<file path="config.mk">
export PLATFORM = sky130hd
export DESIGN_NAME = lmfc_gen
export DESIGN_NICKNAME = d
export VERILOG_FILES = /design/src/rtl/lmfc_pkg.sv /design/src/rtl/sysref_edge_det.sv /design/src/rtl/lmfc_counter.sv /design/src/rtl/sysref_period_chk.sv /design/src/rtl/lmfc_gen.sv
export SDC_FILE = /design/constraint.sdc
export NUM_CORES = 1
export LEC_CHECK = 0
export BUFFER_PORTS_ARGS = -buffer_cell sky130_fd_sc_hd__buf_2
export CAP_MARGIN = 20
export CORE_MARGIN = 5
export CORE_UTILIZATION = 47
export DETAILED_ROUTE_END_ITERATION = 6
export GPL_TIMING_DRIVEN = 0
export HOLD_SLACK_MARGIN = 0.02
export PLACE_DENSITY_LB_ADDON = 0.2
export SYNTH_ARGS = -nofsm -noshare
export SYNTH_HDL_FRONTEND = slang
export SYNTH_HIERARCHICAL = 1
export SYNTH_SLANG_ARGS = --single-unit
</file>
<file path="constraint.sdc">
create_clock -name clk -period 2.7 [get_ports clk]
set_clock_uncertainty 0.05 [all_clocks]
set_input_delay 0.27 -clock clk [delete_from_list [all_inputs] [get_ports clk]]
set_output_delay 0.27 -clock clk [all_outputs]
set_load 0.02 [all_outputs]
</file>
<file path="src/rtl/lmfc_pkg.sv">
package lmfc_pkg;

    // Registered SYSREF history used for edge detection.
    typedef struct packed {
        logic cur;
        logic prev;
    } sref_hist_t;

    // Arming / sampled flags kept in the top level.
    typedef struct packed {
        logic once;
        logic seen;
    } arm_state_t;

    // Period checker state.
    typedef struct packed {
        logic primed;
        logic err;
    } pchk_state_t;

    // Which mode admits an edge.
    typedef enum logic [1:0] {
        ACC_NONE   = 2'b00,
        ACC_ONCE   = 2'b01,
        ACC_ALWAYS = 2'b10,
        ACC_BOTH   = 2'b11
    } accept_mode_e;

endpackage

</file>
<file path="src/rtl/sysref_edge_det.sv">
module sysref_edge_det
    import lmfc_pkg::*;
(
    input  logic clk,
    input  logic rst_n,
    input  logic sysref_i,
    output logic rise_o
);

    sref_hist_t st_d, st_q;

    always_comb begin
        st_d      = st_q;
        st_d.cur  = sysref_i;
        st_d.prev = st_q.cur;
    end

    always_ff @(posedge clk) begin
        if (!rst_n) begin
            st_q <= '0;
        end else begin
            st_q <= st_d;
        end
    end

    assign rise_o = st_q.cur & ~st_q.prev;

    // a rise is never reported in two consecutive cycles
    a_r12_single_rise: assert property (@(posedge clk) disable iff (!rst_n)
        rise_o |=> !rise_o);

endmodule

</file>
<file path="src/rtl/lmfc_counter.sv">
module lmfc_counter #(
    parameter int CNT_W = 8,
    parameter int OFF_W = 8
) (
    input  logic             clk,
    input  logic             rst_n,
    input  logic [CNT_W-1:0] last_i,
    input  logic             load_i,
    input  logic [OFF_W-1:0] offset_i,
    output logic [CNT_W-1:0] cnt_o,
    output logic             tick_o,
    output logic [CNT_W-1:0] wrap_pos_o
);

    localparam int CMP_W = (CNT_W > OFF_W) ? CNT_W : OFF_W;

    typedef struct packed {
        logic [CNT_W-1:0] cnt;
    } cnt_state_t;

    cnt_state_t       st_d, st_q;
    logic [CMP_W-1:0] off_x;
    logic [CMP_W-1:0] last_x;
    logic             off_legal;
    logic [CNT_W-1:0] eff_off;

    always_comb begin
        off_x     = CMP_W'(offset_i);
        last_x    = CMP_W'(last_i);
        off_legal = (off_x <= last_x);
        eff_off   = off_legal ? off_x[CNT_W-1:0] : '0;
        wrap_pos_o = (eff_off == '0) ? last_i : (eff_off - 1'b1);

        st_d = st_q;
        if (load_i) begin
            st_d.cnt = eff_off;
        end else if (st_q.cnt >= last_i) begin
            st_d.cnt = '0;
        end else begin
            st_d.cnt = st_q.cnt + 1'b1;
        end
    end

    always_ff @(posedge clk) begin
        if (!rst_n) begin
            st_q <= '0;
        end else begin
            st_q <= st_d;
        end
    end

    assign cnt_o  = st_q.cnt;
    assign tick_o = (st_q.cnt == '0);

    // a load lands a legal value no greater than the last position
    a_r4_load_in_range: assert property (@(posedge clk) disable iff (!rst_n)
        (load_i && $stable(last_i)) |=> (cnt_o <= last_i));

    // the last position wraps to zero when nothing is loaded
    a_r2_wrap_to_zero: assert property (@(posedge clk) disable iff (!rst_n)
        (!load_i && cnt_o == last_i) |=> (cnt_o == '0));

    // without a load the count advances by exactly one below the end
    a_r8_free_step: assert property (@(posedge clk) disable iff (!rst_n)
        (!load_i && cnt_o < last_i && $stable(last_i)) |=> (cnt_o == $past(cnt_o) + 1'b1));

endmodule

</file>
<file path="src/rtl/sysref_period_chk.sv">
module sysref_period_chk
    import lmfc_pkg::*;
#(
    parameter int CNT_W = 8
) (
    input  logic             clk,
    input  logic             rst_n,
    input  logic             rise_i,
    input  logic             always_i,
    input  logic [CNT_W-1:0] cnt_i,
    input  logic [CNT_W-1:0] wrap_pos_i,
    output logic             err_o
);

    pchk_state_t st_d, st_q;
    logic        off_grid;

    always_comb begin
        off_grid = (cnt_i != wrap_pos_i);
        st_d     = st_q;
        st_d.err = rise_i & always_i & st_q.primed & off_grid;
        if (!always_i) begin
            st_d.primed = 1'b0;
        end else if (rise_i) begin
            st_d.primed = 1'b1;
        end
    end

    always_ff @(posedge clk) begin
        if (!rst_n) begin
            st_q <= '0;
        end else begin
            st_q <= st_d;
        end
    end

    assign err_o = st_q.err;

    // the error is a single-cycle pulse
    a_r10_err_pulse: assert property (@(posedge clk) disable iff (!rst_n)
        err_o |=> !err_o);

    // an error only follows an edge seen in continuous mode
    a_r10_err_cause: assert property (@(posedge clk) disable iff (!rst_n)
        err_o |-> ($past(rise_i) && $past(always_i)));

    // an edge taken while unprimed never raises the error
    a_r11_first_skip: assert property (@(posedge clk) disable iff (!rst_n)
        (rise_i && !st_q.primed) |=> !err_o);

endmodule

</file>
<file path="src/rtl/lmfc_gen.sv">
module lmfc_gen
    import lmfc_pkg::*;
#(
    parameter int FXK_W = 10,
    parameter int OFF_W = 8
) (
    input  logic             clk,
    input  logic             rst_n,
    input  logic             sysref_in,
    input  logic [FXK_W-1:0] frame_mult_m1,
    input  logic [OFF_W-1:0] phase_offset,
    input  logic             always_realign,
    input  logic             rearm_once,
    input  logic             reinit_req,
    output logic             lmfc_tick,
    output logic [FXK_W-3:0] lmfc_count,
    output logic             sysref_seen,
    output logic             once_armed,
    output logic             period_err
);

    localparam int CNT_W = FXK_W - 2;

    logic             rise;
    logic             accept;
    accept_mode_e     mode;
    logic [CNT_W-1:0] last_pos;
    logic [CNT_W-1:0] wrap_pos;
    arm_state_t       st_d, st_q;

    sysref_edge_det i_edge (
        .clk      (clk),
        .rst_n    (rst_n),
        .sysref_i (sysref_in),
        .rise_o   (rise)
    );

    // (F*K - 1) >> 2 equals P - 1 because F*K is a multiple of four
    assign last_pos = frame_mult_m1[FXK_W-1:2];

    always_comb begin
        mode   = accept_mode_e'({always_realign, st_q.once});
        accept = rise && (mode != ACC_NONE);

        st_d = st_q;
        if (rearm_once) begin
            st_d.once = 1'b1;
        end else if (accept && st_q.once) begin
            st_d.once = 1'b0;
        end
        if (accept) begin
            st_d.seen = 1'b1;
        end else if (reinit_req) begin
            st_d.seen = 1'b0;
        end
    end

    always_ff @(posedge clk) begin
        if (!rst_n) begin
            st_q <= '{once: 1'b1, seen: 1'b0};
        end else begin
            st_q <= st_d;
        end
    end

    lmfc_counter #(
        .CNT_W (CNT_W),
        .OFF_W (OFF_W)
    ) i_cnt (
        .clk        (clk),
        .rst_n      (rst_n),
        .last_i     (last_pos),
        .load_i     (accept),
        .offset_i   (phase_offset),
        .cnt_o      (lmfc_count),
        .tick_o     (lmfc_tick),
        .wrap_pos_o (wrap_pos)
    );

    sysref_period_chk #(
        .CNT_W (CNT_W)
    ) i_pchk (
        .clk        (clk),
        .rst_n      (rst_n),
        .rise_i     (rise),
        .always_i   (always_realign),
        .cnt_i      (lmfc_count),
        .wrap_pos_i (wrap_pos),
        .err_o      (period_err)
    );

    assign sysref_seen = st_q.seen;
    assign once_armed  = st_q.once;

    // the one-shot flag only drops on an accepted edge
    a_r5_once_clear: assert property (@(posedge clk) disable iff (!rst_n)
        $fell(once_armed) |-> $past(accept));

    // a rearm pulse always leaves the flag set
    a_r6_rearm_wins: assert property (@(posedge clk) disable iff (!rst_n)
        rearm_once |=> once_armed);

    // the sampled flag only rises on an accepted edge
    a_r9_seen_rise: assert property (@(posedge clk) disable iff (!rst_n)
        $rose(sysref_seen) |-> $past(accept));

    // reinit without an accepted edge clears the flag
    a_r9_reinit_clear: assert property (@(posedge clk) disable iff (!rst_n)
        (reinit_req && !accept) |=> !sysref_seen);

endmodule

</file>
==> results by group, run 1 <==
Layout
  – Area growth syn-to-layout: 30.9%
  – Fraction of layout cells with a size suffix above 1: about a third
  – Final Net Count: 250
  – Number of diodes: 0
  – Post-route insts no fill: ~240

Global routing
  – First-pass GRT wire length: roughly 5.8 mm
  – Vias in the first global route: ~1300
  – Largest net degree at the start of global routing: 11
  – Global route overflow: 0
  – Tot GR Track Use: between 10% and 20%
  – Initial antenna violation count: 0

Synthesis
  – Biggest area consumer among synthesized cells: dfxtp_1
  – Avg Inst Size Synth: between 8 and 9 um^2
  – Syn Inst Count: between 150 and 200
  – Yosys top cell area share: roughly 21%
  – Largest cells by area after synthesis: dfxtp_1 21%, ha_1 19%, xor2_1 7.8%
  – Yosys Warn Count: 6
  – XOR/XNOR Fraction of Synth Area: around 11%
  – Synth Area in Adders: between 10% and 20%
  – Synth Area in Compound Gates: between 20% and 30%
  – Largest family of logic cells by synthesized area: simple AND/OR/NAND/NOR gates
  – Post-synthesis mux area share: between 1 and 1.5%
  – Distinct cells, synth: between 40 and 50
  – Post-synthesis register bit count: 14
  – Synth Area in Simple Gates: between 20% and 30%
  – Mapped Nets: around 210
  – Post-synthesis sequential area ratio: about a fifth
  – Post-synthesis cell area: about 1300 um^2

Clock network
  – Skew-Pair Late Insertion Delay: 280 ps
  – CTS root buffer: clkbuf_4
  – Hold-fix buffers, CTS: 0
  – Longest Clk Path Bufs: 2
  – Num CTS Buffers: 3
  – CTS tree: built
  – Clk pin slew, worst setup/hold paths: ~90 ps
  – # H-tree levels: 1
  – Clock sink count: 14

Floorplanning
  – Die width: 63.6 um
  – # IOs: 36
  – Initial Util: around half
  – Core area: 2760 um^2
  – Row count: 19
  – Full die area: 4040 um^2
  – Die height: around 64 um

Critical path
  – Critical Path Source: frame_mult_m1[3]
  – WP data arrival: between 2000 and 3000 ps
  – Crit-path cells: buf_2 -> inv_8 -> ha_4 -> nor2b_1 -> o211ai_1 -> buf_4 -> a21oi_4 -> o21ai_4 -> nand2_2 -> ha_4 -> o21a_1 -> o31ai_4 -> buf_6 -> nor2_1 -> a31oi_1 -> xor2_1 -> nor4_1 -> a21oi_1
  – Critical path launch point type: primary input
  – Crit end category: flop
  – Reg2reg start: i_cnt/cnt_o[0]$_SDFF_PN0_
  – Worst R2R Setup Slack: between 600 and 700 ps
  – Critical path class: in -> reg
  – R2R depth: 8
  – Worst R2R End: i_cnt/cnt_o[0]$_SDFF_PN0_
  – Worst setup path endpoint: i_pchk/err_o$_SDFF_PN0_
  – Critical Path Fanout Max: 7
  – Worst EP required: 2810 ps
  – Most frequent CP cell: ha_4
  – Worst path slowest cell: nor4_1
  – Critical Path Max Stage Delay: 280 ps

Route
  – Antenna-violating nets left: 0
  – Vias: 1347
  – Routed length per instance: approximately 15 um
  – DR vias/cell: between 5 and 6
  – DR pass1 iterations: 4
  – 1st-iter DRT viols: 33
  – Drt drc: 0
  – Drt total wl: 3.55 mm

Power
  – Combinational group share of total power: 52.1%
  – Switching Fraction: between 40 and 50%
  – Cell Pwr Density: roughly 550 nW/um^2
  – Maximum vdd drop: about 0.00055 V
  – Psw: between 400 and 500 uW
  – Static leakage: between 0.0008 and 0.0009 uW
  – Share of total power in sequential cells: about a third
  – Clock Power Share: about 16%
  – Pint: roughly 550 uW

STA
  – Fmax: 0.381 GHz
  – Max transition margin: 57.3%
  – Endpoints failing hold: 0
  – Final setup vio count: 0
  – Max Slew Vio Count: 0
  – Slew of the pin with the lowest slew margin: 640 ps
  – Tcrit/Tclk final: between 90% and 100%
  – Worst Slack Setup Final: approximately 73 ps
  – Min Tclk post-route: between 2000 and 3000 ps

Placement
  – Placed instance count: roughly 230
  – Routability cong.: around 0.85
  – Worst slack, placed: -463 ps
  – DP HPWL: roughly 2.8 mm
  – PortBufs: 33

Min path
  – Hold Path Depth: 2
  – Hold Crit Class: in -> reg
  – HP Start: sysref_in

Job
  – Max Cap Viol: 0

Status
  – Status: complete, no violations
## layer usage
layer / routed length (um) / vias up / GRT usage (%) / part of all wire, %
li1: - / 677 / - / -
met1: 1550 / 634 / 21.5 / 44
met2: 1790 / 34 / 29.7 / 50
met3: 196 / 2 / 4.44 / 5.5
met4: 13 / 0 / 4.42 / 0.37
met5: 0 / - / 0 / 0
## cells in the final DEF (no fill, tap or decap), types with 3 or more instances in the layout
cell type   n
a21oi_1     7
a31oi_1     5
buf_2      34
buf_4       6
clkbuf_4    3
dfxtp_1    14
ha_1       17
ha_4        3
inv_1      11
nand2_1     5
nand3_1     6
nand4_1     3
nor2_1     10
nor2b_1     4
nor4_1      3
o21a_1      3
o21ai_0     4
o2bb2ai_1   7
xnor2_1     5
xor2_1     12
## kinds of logic (layout without fill, tap and decap cells)
kind of cell,Yosys count,count (layout)
compound gates,43,43
simple gates,51,51
xor+xnor,17,17
mux,2,2
buf+inv,14,58
flops,14,14
fa+ha+maj,20,20
## flip-flops by register name (all words and copies together), names as in the netlist
| signal | count |
|---|---|
| i_cnt/cnt_o | 8 |
| i_edge/st_d | 1 |
| i_edge/st_q | 1 |
| i_pchk/err_o | 1 |
| i_pchk/st_q | 1 |
| once_armed | 1 |
| sysref_seen | 1 |
## worst min-delay path by stage
| stage | endpoint | slack [ps] |
|---|---|---|
| floorplan | once_armed$_SDFFE_PP1P_ | 300 |
| detailed placement | i_pchk/err_o$_SDFF_PN0_ | 420 |
| global route | once_armed$_SDFFE_PP1P_ | 130 |
| finish | i_edge/st_d[0]$_SDFF_PN0_ | 140 |
| global placement | i_edge/st_q[0]$_SDFF_PN0_ | 400 |
| CTS | once_armed$_SDFFE_PP1P_ | 130 |
## synthesized netlist by cell type
cell,number
nand3b_1,1
or4b_2,1
a21oi_1,10
or2_2,1
o22ai_1,3
o21ai_1,1
nand2b_1,2
xor2_1,12
xnor2_1,5
and2_1,2
nand4_1,3
dfxtp_1,14
a31o_2,1
or4_1,1
and3_1,1
or2b_1,1
a211oi_1,1
o21ai_0,5
or2_1,2
nor3_1,1
nor4_1,3
buf_6,1
or3_1,1
nand2_1,7
nor2b_1,4
nor2_1,11
ha_1,20
inv_1,12
o31ai_2,1
o211a_1,1
o21ai_2,1
o211ai_1,1
o21a_1,3
buf_2,1
nor2b_4,1
nor3_4,1
nand3_1,6
a211o_1,2
o2bb2ai_1,7
or4_4,1
mux2i_1,2
a31oi_1,6
## critical path: cells and delay by family
kind / cells / cell delay (ps)
AOI/OAI and AO/OA: 7 / 930
and+or+nand+nor: 4 / 550
adders and majority gates: 2 / 370
buffers and inverters: 4 / 520
xor gates and xnor gates: 1 / 90
## power groups by stage
stage	sequential [uW]	combinational [uW]	clock [uW]
floorplan	344	293	0
global placement	315	458	0
detailed placement	317	472	0
CTS	311	481	158
global route	322	564	171
finish	311	505	153
## layout make-up
| class | instances | area, um^2 |
|---|---|---|
| flip-flops and latches | 14 | 280 |
| plain buffers | 2 | 16.3 |
| inverters | 12 | 52.6 |
| clock buffers | 4 | 36.3 |
| well taps | 31 | 38.8 |
| repair buffers | 40 | 221 |
| fillers | 253 | 992 |
| multi-input cells | 133 | 1120 |
## stage by stage
stage          utilization, %  TNS, ps  power (uW)  instance area, um^2  hold WS (ps)
2_1_floorplan               -    -4.33         636                 1420           303
3_3_place_gp             58.9     -448         773                 1630           397
3_5_place_dp             58.9     -463         789                 1630           418
4_1_cts                  60.8        0         951                 1680           134
5_1_grt                  64.0    -46.1        1060                 1770           129
6_report                 64.0        0         970                 1770           136
## what timing repair did
item	in CTS	in global routing
pin swaps	1	6
cloned	0	1
setup endpoints to repair	1	1
resized for setup	0	13
buffers inserted	2	4
(Power assumes the default switching activity.)
==> run 2: changes to the inputs <==
--- a/config.mk
+++ b/config.mk
@@ -12,7 +12,7 @@
 export DETAILED_ROUTE_END_ITERATION = 6
 export GPL_TIMING_DRIVEN = 0
 export HOLD_SLACK_MARGIN = 0.02
-export PLACE_DENSITY_LB_ADDON = 0.2
+export PLACE_DENSITY = 0.75
 export SYNTH_ARGS = -nofsm -noshare
 export SYNTH_HDL_FRONTEND = slang
 export SYNTH_HIERARCHICAL = 1
==> run 2 against run 1 <==
Net effect:
- clock power rose by 3%
- first-iteration DRC count rose by 110%
- routed wire length rose by 3.9%
- final area rose by 0.43%
- sequential power barely moved
- count of clock-buffer cells in the layout did not move
- setup slack got worse by 30 ps
- sequential share of layout area fell by 0.067 points
- via count rose by 1.0%
- global-route usage rose by 0.23 points
- largest cell class unchanged
- largest power group unchanged
- highest routed layer unchanged
==> results by group, run 2 (synthesized netlist as in run 1, its figures left out) <==
Route
  – DR vias/cell: roughly 5.7
  – Drt drc: 0
  – 1st-iter DRT viols: 70
  – Antenna-violating nets left: 0
  – Drt total wl: between 3 and 4 mm
  – Routed length per instance: ~16 um
  – DR pass1 iterations: 4
  – Vias: 1361

Status
  – Status: complete, no violations

Critical path
  – Critical Path Fanout Max: 7
  – Worst setup path endpoint: i_pchk/err_o$_SDFF_PN0_
  – R2R depth: 8
  – Worst EP required: 2820 ps
  – Worst R2R End: i_cnt/cnt_o[0]$_SDFF_PN0_
  – Critical path class: in -> reg
  – Reg2reg start: i_cnt/cnt_o[0]$_SDFF_PN0_
  – Critical Path Source: frame_mult_m1[7]
  – Worst R2R Setup Slack: between 500 and 600 ps
  – Crit end category: flop
  – Critical path launch point type: primary input
  – WP data arrival: approximately 2800 ps

Floorplanning
  – Core area: 2760 um^2
  – Die width: 63.6 um
  – # IOs: 36
  – Full die area: approximately 4000 um^2
  – Die height: around 64 um
  – Row count: 19
  – Initial Util: between 40% and 50%

Layout
  – Area growth syn-to-layout: 31.4%
  – Area of the multi-input gates: 1110 um^2
  – Final Net Count: around 250
  – Most common cell after layout, fill and taps aside: buf_2
  – Number of diodes: 0
  – Fraction of layout cells with a size suffix above 1: roughly a third
  – Max reg flops: 8
  – Leading cell types in the layout, fill and taps excluded: 32 x buf_2, 17 x ha_1, 14 x dfxtp_1
  – Register area: 280 um^2
  – Final core occ: between 60% and 70%
  – Design Area, Final: roughly 1800 um^2
  – Largest Register: i_cnt/cnt_o
  – Fill count: 240

STA
  – Fmax: roughly 0.38 GHz
  – Endpoints failing hold: 0
  – Total Neg Setup Slack: 0 ps
  – Max transition margin: 57.3%
  – Final hold slack: about 140 ps
  – Worst Slack Setup Final: around 43 ps
  – Min Tclk post-route: around 2700 ps
  – Tcrit/Tclk final: between 90% and 100%
  – RSZ-0062 raised after global routing: yes
  – Final setup vio count: 0
  – Max Slew Vio Count: 0
  – Slew of the pin with the lowest slew margin: ~640 ps

Min path
  – Hold Path Depth: 2
  – Hold Crit Class: in -> reg
  – HP Start: rearm_once

Clock network
  – Skew-Pair Late Insertion Delay: approximately 280 ps
  – Clock sink count: 14
  – # H-tree levels: 1
  – Longest Clk Path Bufs: 2
  – Hold-fix buffers, CTS: 0
  – Clk pin slew, worst setup/hold paths: ~100 ps
  – CTS tree: built
  – CTS root buffer: clkbuf_4
  – Num CTS Buffers: 3

Power
  – Clock Power Share: between 10% and 20%
  – Cell Pwr Density: roughly 550 nW/um^2
  – Share of total power in sequential cells: a little under a third
  – Maximum vdd drop: 0.000440 V
  – Switching Fraction: between 40 and 50%
  – Static leakage: between 0.0008 and 0.0009 uW
  – Combinational group share of total power: 51.8%
  – Psw: ~430 uW
  – Pint: ~550 uW

Placement
  – Dpl cell area: roughly 1600 um^2
  – Worst slack, placed: -479 ps
  – Routability cong.: approximately 0.9
  – DP HPWL: 2.87 mm
  – PortBufs: 33

Global routing
  – Grt met1 use: 20.3%
  – Global route overflow: 0
  – Tot GR Track Use: between 10% and 20%
  – First-pass GRT wire length: just under 6 mm
  – Vias in the first global route: 1354
  – Met2 Usage GRT: 32.9%
  – Largest net degree at the start of global routing: 11
  – Initial antenna violation count: 0
  – GR Util met3: 2.13%
  – Gr busiest metal: met2

Job
  – Max Cap Viol: 0
-- run 2: cell types whose count changed in the layout (fill, tap and decap cells not counted), sizes merged --
cell | previous run | this run
buf | 42 | 43
-- run 2: metrics by stage --
| stage | power (uW) | instances |
|---|---|---|
| after global placement | 771 | 225 |
| after CTS | 950 | 231 |
| final | 974 | 237 |
| after global routing | 1050 | 237 |
| after floorplan | 636 | 161 |
| after detailed placement | 790 | 225 |
-- run 2: power by group through the flow --
stage / combinational (uW) / sequential [uW] / clock, uW
floorplan: 293 / 344 / 0
global placement: 457 / 313 / 0
detailed placement: 474 / 316 / 0
CTS: 483 / 311 / 156
global route: 557 / 320 / 170
finish: 505 / 311 / 158
-- run 2: worst min path at each step --
| stage | endpoint | slack (ps) |
|---|---|---|
| 6_report | once_armed$_SDFFE_PP1P_ | 140 |
| 5_1_grt | i_edge/st_d[0]$_SDFF_PN0_ | 130 |
| 4_1_cts | i_edge/st_d[0]$_SDFF_PN0_ | 140 |
| 3_5_place_dp | i_edge/st_q[0]$_SDFF_PN0_ | 400 |
| 3_3_place_gp | i_edge/st_q[0]$_SDFF_PN0_ | 400 |
| 2_1_floorplan | once_armed$_SDFFE_PP1P_ | 300 |
-- run 2: cell type report --
cell class	count	share of cell area [%]
inverter	12	2.96
clock buffer	4	2.05
sequential	14	15.8
timing repair buffer	41	13.6
tap	31	2.19
multi-input combinational	133	62.5
buffer	2	0.917
-- run 2: critical path: stages --
cell     delay (ps)
buf_2           120
inv_1            80
ha_1            320
nand4_1         180
or2_4           300
o21ai_4         100
nand2_2         120
ha_4            170
o21a_1          120
o31ai_4         110
buf_6           190
o22ai_1          90
xor2_1          170
nor4_1          320
a21oi_1         100
-- run 2: per-layer routing --
| metal | vias up | share of wire (%) | wire (um) |
|---|---|---|---|
| li1 | 681 | - | - |
| met1 | 634 | 43 | 1580 |
| met2 | 40 | 51 | 1870 |
| met3 | 6 | 4.6 | 169 |
| met4 | 0 | 1.7 | 61 |
| met5 | - | 0 | 0 |
-- run 2: timing repair --
| action | in CTS | in global routing |
|---|---|---|
| setup endpoints to repair | 1 | 1 |
| cloned | 0 | 1 |
| buffers inserted | 2 | 5 |
| pin swaps | 1 | 11 |
| resized for setup | 0 | 18 |
==> run 3: changes to the inputs <==
--- a/config.mk
+++ b/config.mk
@@ -8,11 +8,12 @@
 export BUFFER_PORTS_ARGS = -buffer_cell sky130_fd_sc_hd__buf_2
 export CAP_MARGIN = 20
 export CORE_MARGIN = 5
-export CORE_UTILIZATION = 47
+export CORE_UTILIZATION = 49
+export CTS_BUF_LIST = sky130_fd_sc_hd__clkbuf_4
 export DETAILED_ROUTE_END_ITERATION = 6
 export GPL_TIMING_DRIVEN = 0
 export HOLD_SLACK_MARGIN = 0.02
-export PLACE_DENSITY = 0.75
+export PLACE_DENSITY = 0.78
 export SYNTH_ARGS = -nofsm -noshare
 export SYNTH_HDL_FRONTEND = slang
 export SYNTH_HIERARCHICAL = 1
==> run 3 against run 2 <==
Net effect:
- utilization rose by 0.26 points
- combinational power is 0.8% higher
- via count rose by 1.8%
- power down 3.5%
- setup slack got worse by 27 ps
- register-to-register slack better by 40 ps
- die area down 3.4%
- global-route usage grew 0.52 points
- largest cell class unchanged
==> results by group, run 3 (synthesized netlist as in run 1, its figures left out) <==
Critical path
  – Critical Path Source: phase_offset[7]
  – Levels on crit path: 14
  – Critical Path Max Stage Delay: 350 ps
  – Worst setup path endpoint: i_pchk/err_o$_SDFF_PN0_
  – Critical Path Fanout Max: 7
  – Reg2reg start: i_cnt/cnt_o[0]$_SDFF_PN0_
  – Buf/Inv on CP: 2
  – WP data arrival: 2790 ps
  – Worst R2R Setup Slack: slightly above 600 ps
  – Worst path slowest cell: nor4_1
  – Worst R2R End: i_cnt/cnt_o[0]$_SDFF_PN0_
  – Critical path class: in -> reg
  – Critical path launch point type: primary input
  – Crit path max-delay family: simple AND/OR/NAND/NOR gates
  – Crit-path cells: buf_2 -> ha_1 -> nand4_1 -> or2_4 -> o21ai_4 -> nand2_2 -> ha_4 -> o21a_1 -> o31ai_4 -> buf_6 -> a31oi_4 -> xor2_1 -> nor4_1 -> a21oi_1
  – Worst EP required: around 2800 ps
  – R2R depth: 8
  – Crit end category: flop

Placement
  – PortBufs: 33
  – DP HPWL: roughly 2.9 mm
  – Placed instance count: between 200 and 250
  – Routability cong.: roughly 0.94
  – Dpl cell area: between 1500 and 2000 um^2

STA
  – Tcrit/Tclk final: between 90% and 100%
  – Max Slew Vio Count: 0
  – Final setup vio count: 0
  – Endpoints failing hold: 0
  – Max transition margin: approximately three fifths
  – Fmax: ~0.37 GHz
  – Slew of the pin with the lowest slew margin: roughly 600 ps
  – Total Neg Setup Slack: 0 ps
  – Min Tclk post-route: roughly 2700 ps

Layout
  – Design Area, Final: approximately 1700 um^2
  – Fill count: approximately 240
  – Post-route insts no fill: between 200 and 250
  – Area growth syn-to-layout: 28.6%
  – Final core occ: approximately 65%
  – Largest Register: i_cnt/cnt_o
  – Max reg flops: 8
  – Fraction of layout cells with a size suffix above 1: around 31%
  – Most common cell after layout, fill and taps aside: buf_2
  – Number of diodes: 0
  – Final Net Count: about 250
  – Leading cell types in the layout, fill and taps excluded: 32 x buf_2, 17 x ha_1, 14 x dfxtp_1

Clock network
  – Num CTS Buffers: 3
  – Hold-fix buffers, CTS: 0
  – CTS root buffer: clkbuf_4
  – CTS tree: built
  – Clk pin slew, worst setup/hold paths: around 90 ps
  – Clock sink count: 14
  – Longest Clk Path Bufs: 2
  – # H-tree levels: 1
  – Skew-Pair Late Insertion Delay: about 280 ps

Floorplanning
  – Core area: 2690 um^2
  – # IOs: 36
  – Die height: around 62 um
  – Row count: 19
  – Die width: around 62 um
  – Full die area: a little under 4000 um^2
  – Initial Util: 50.2%

Min path
  – Hold Crit Class: in -> reg

Power
  – Static leakage: just under 0.0008 uW
  – Maximum vdd drop: ~0.00052 V
  – Cell Pwr Density: 542 nW/um^2

Route
  – Drt drc: 0
  – Routed length per instance: between 15 and 20 um
  – Antenna-violating nets left: 0
  – DR vias/cell: approximately 5.9
  – Drt total wl: ~3.7 mm
  – DR pass1 iterations: 4
  – Vias: roughly 1400
  – 1st-iter DRT viols: 49

Global routing
  – Initial antenna violation count: 0
  – Global route overflow: 0
  – First-pass GRT wire length: around 5.9 mm
  – Largest net degree at the start of global routing: 11
  – Tot GR Track Use: about 18%
  – Vias in the first global route: 1377

Status
  – Status: complete, no violations

Job
  – Max Cap Viol: 0
## run 3: cell count changes in the layout (fill, tap and decap cells not counted)
cell      delta
a21oi_1      +1
clkinv_1     +1
buf_6        +1
buf_4        -3
a21oi_2      -1
a31oi_4      +1
nor2_1       +1
clkbuf_8     -1
nor2_4       -1
buf_8        -1
a31oi_2      -1
## run 3: cell type report
type / instances / area, um^2 / area share, %
inverter: 12 / 52.6 / 3.03
timing repair buffer: 38 / 215 / 12.4
multi-input combinational: 133 / 1100 / 63.7
tap: 31 / 38.8 / 2.24
clock buffer: 3 / 22.5 / 1.30
clock inverter: 1 / 3.75 / 0.216
buffer: 2 / 16.3 / 0.938
sequential: 14 / 280 / 16.2
## run 3: metal layers
metal	track usage, %	vias up	share of wire [%]
met5	0	-	0
met4	6.90	0	2.5
li1	-	673	-
met1	19.6	654	40
met3	5.22	16	5.7
met2	32.9	42	52
## run 3: report_power, final
part	internal, uW	switching, uW
combinational	222	287
sequential	244	66.1
clock	53.6	67.1
total	519	420
## run 3: per-stage QoR
step / hold slack [ps] / power, uW / setup WS (ps)
after global placement: 396 / 769 / -423
final: 126 / 940 / 16.9
after floorplan: 303 / 636 / -4.33
after detailed placement: 401 / 787 / -443
after CTS: 131 / 913 / 24.6
after global routing: 128 / 1020 / -73.5
## run 3: worst min-delay path by stage
stage                                endpoint  slack (ps)                      start  cells past startpoint
detailed placement  i_edge/st_q[0]$_SDFF_PN0_         400  i_edge/st_d[0]$_SDFF_PN0_                      1
CTS                   once_armed$_SDFFE_PP1P_         130                 rearm_once                      2
global placement    i_edge/st_q[0]$_SDFF_PN0_         400  i_edge/st_d[0]$_SDFF_PN0_                      1
finish                once_armed$_SDFFE_PP1P_         130                 rearm_once                      2
floorplan             once_armed$_SDFFE_PP1P_         300                      rst_n                      1
global route          once_armed$_SDFFE_PP1P_         130                 rearm_once                      2
## run 3: what timing repair did
item | CTS | global route
setup endpoints to repair | 1 | 1
pin swaps | 1 | 10
gates resized for setup | 0 | 14
gates cloned | 0 | 1
setup buffers | 2 | 2
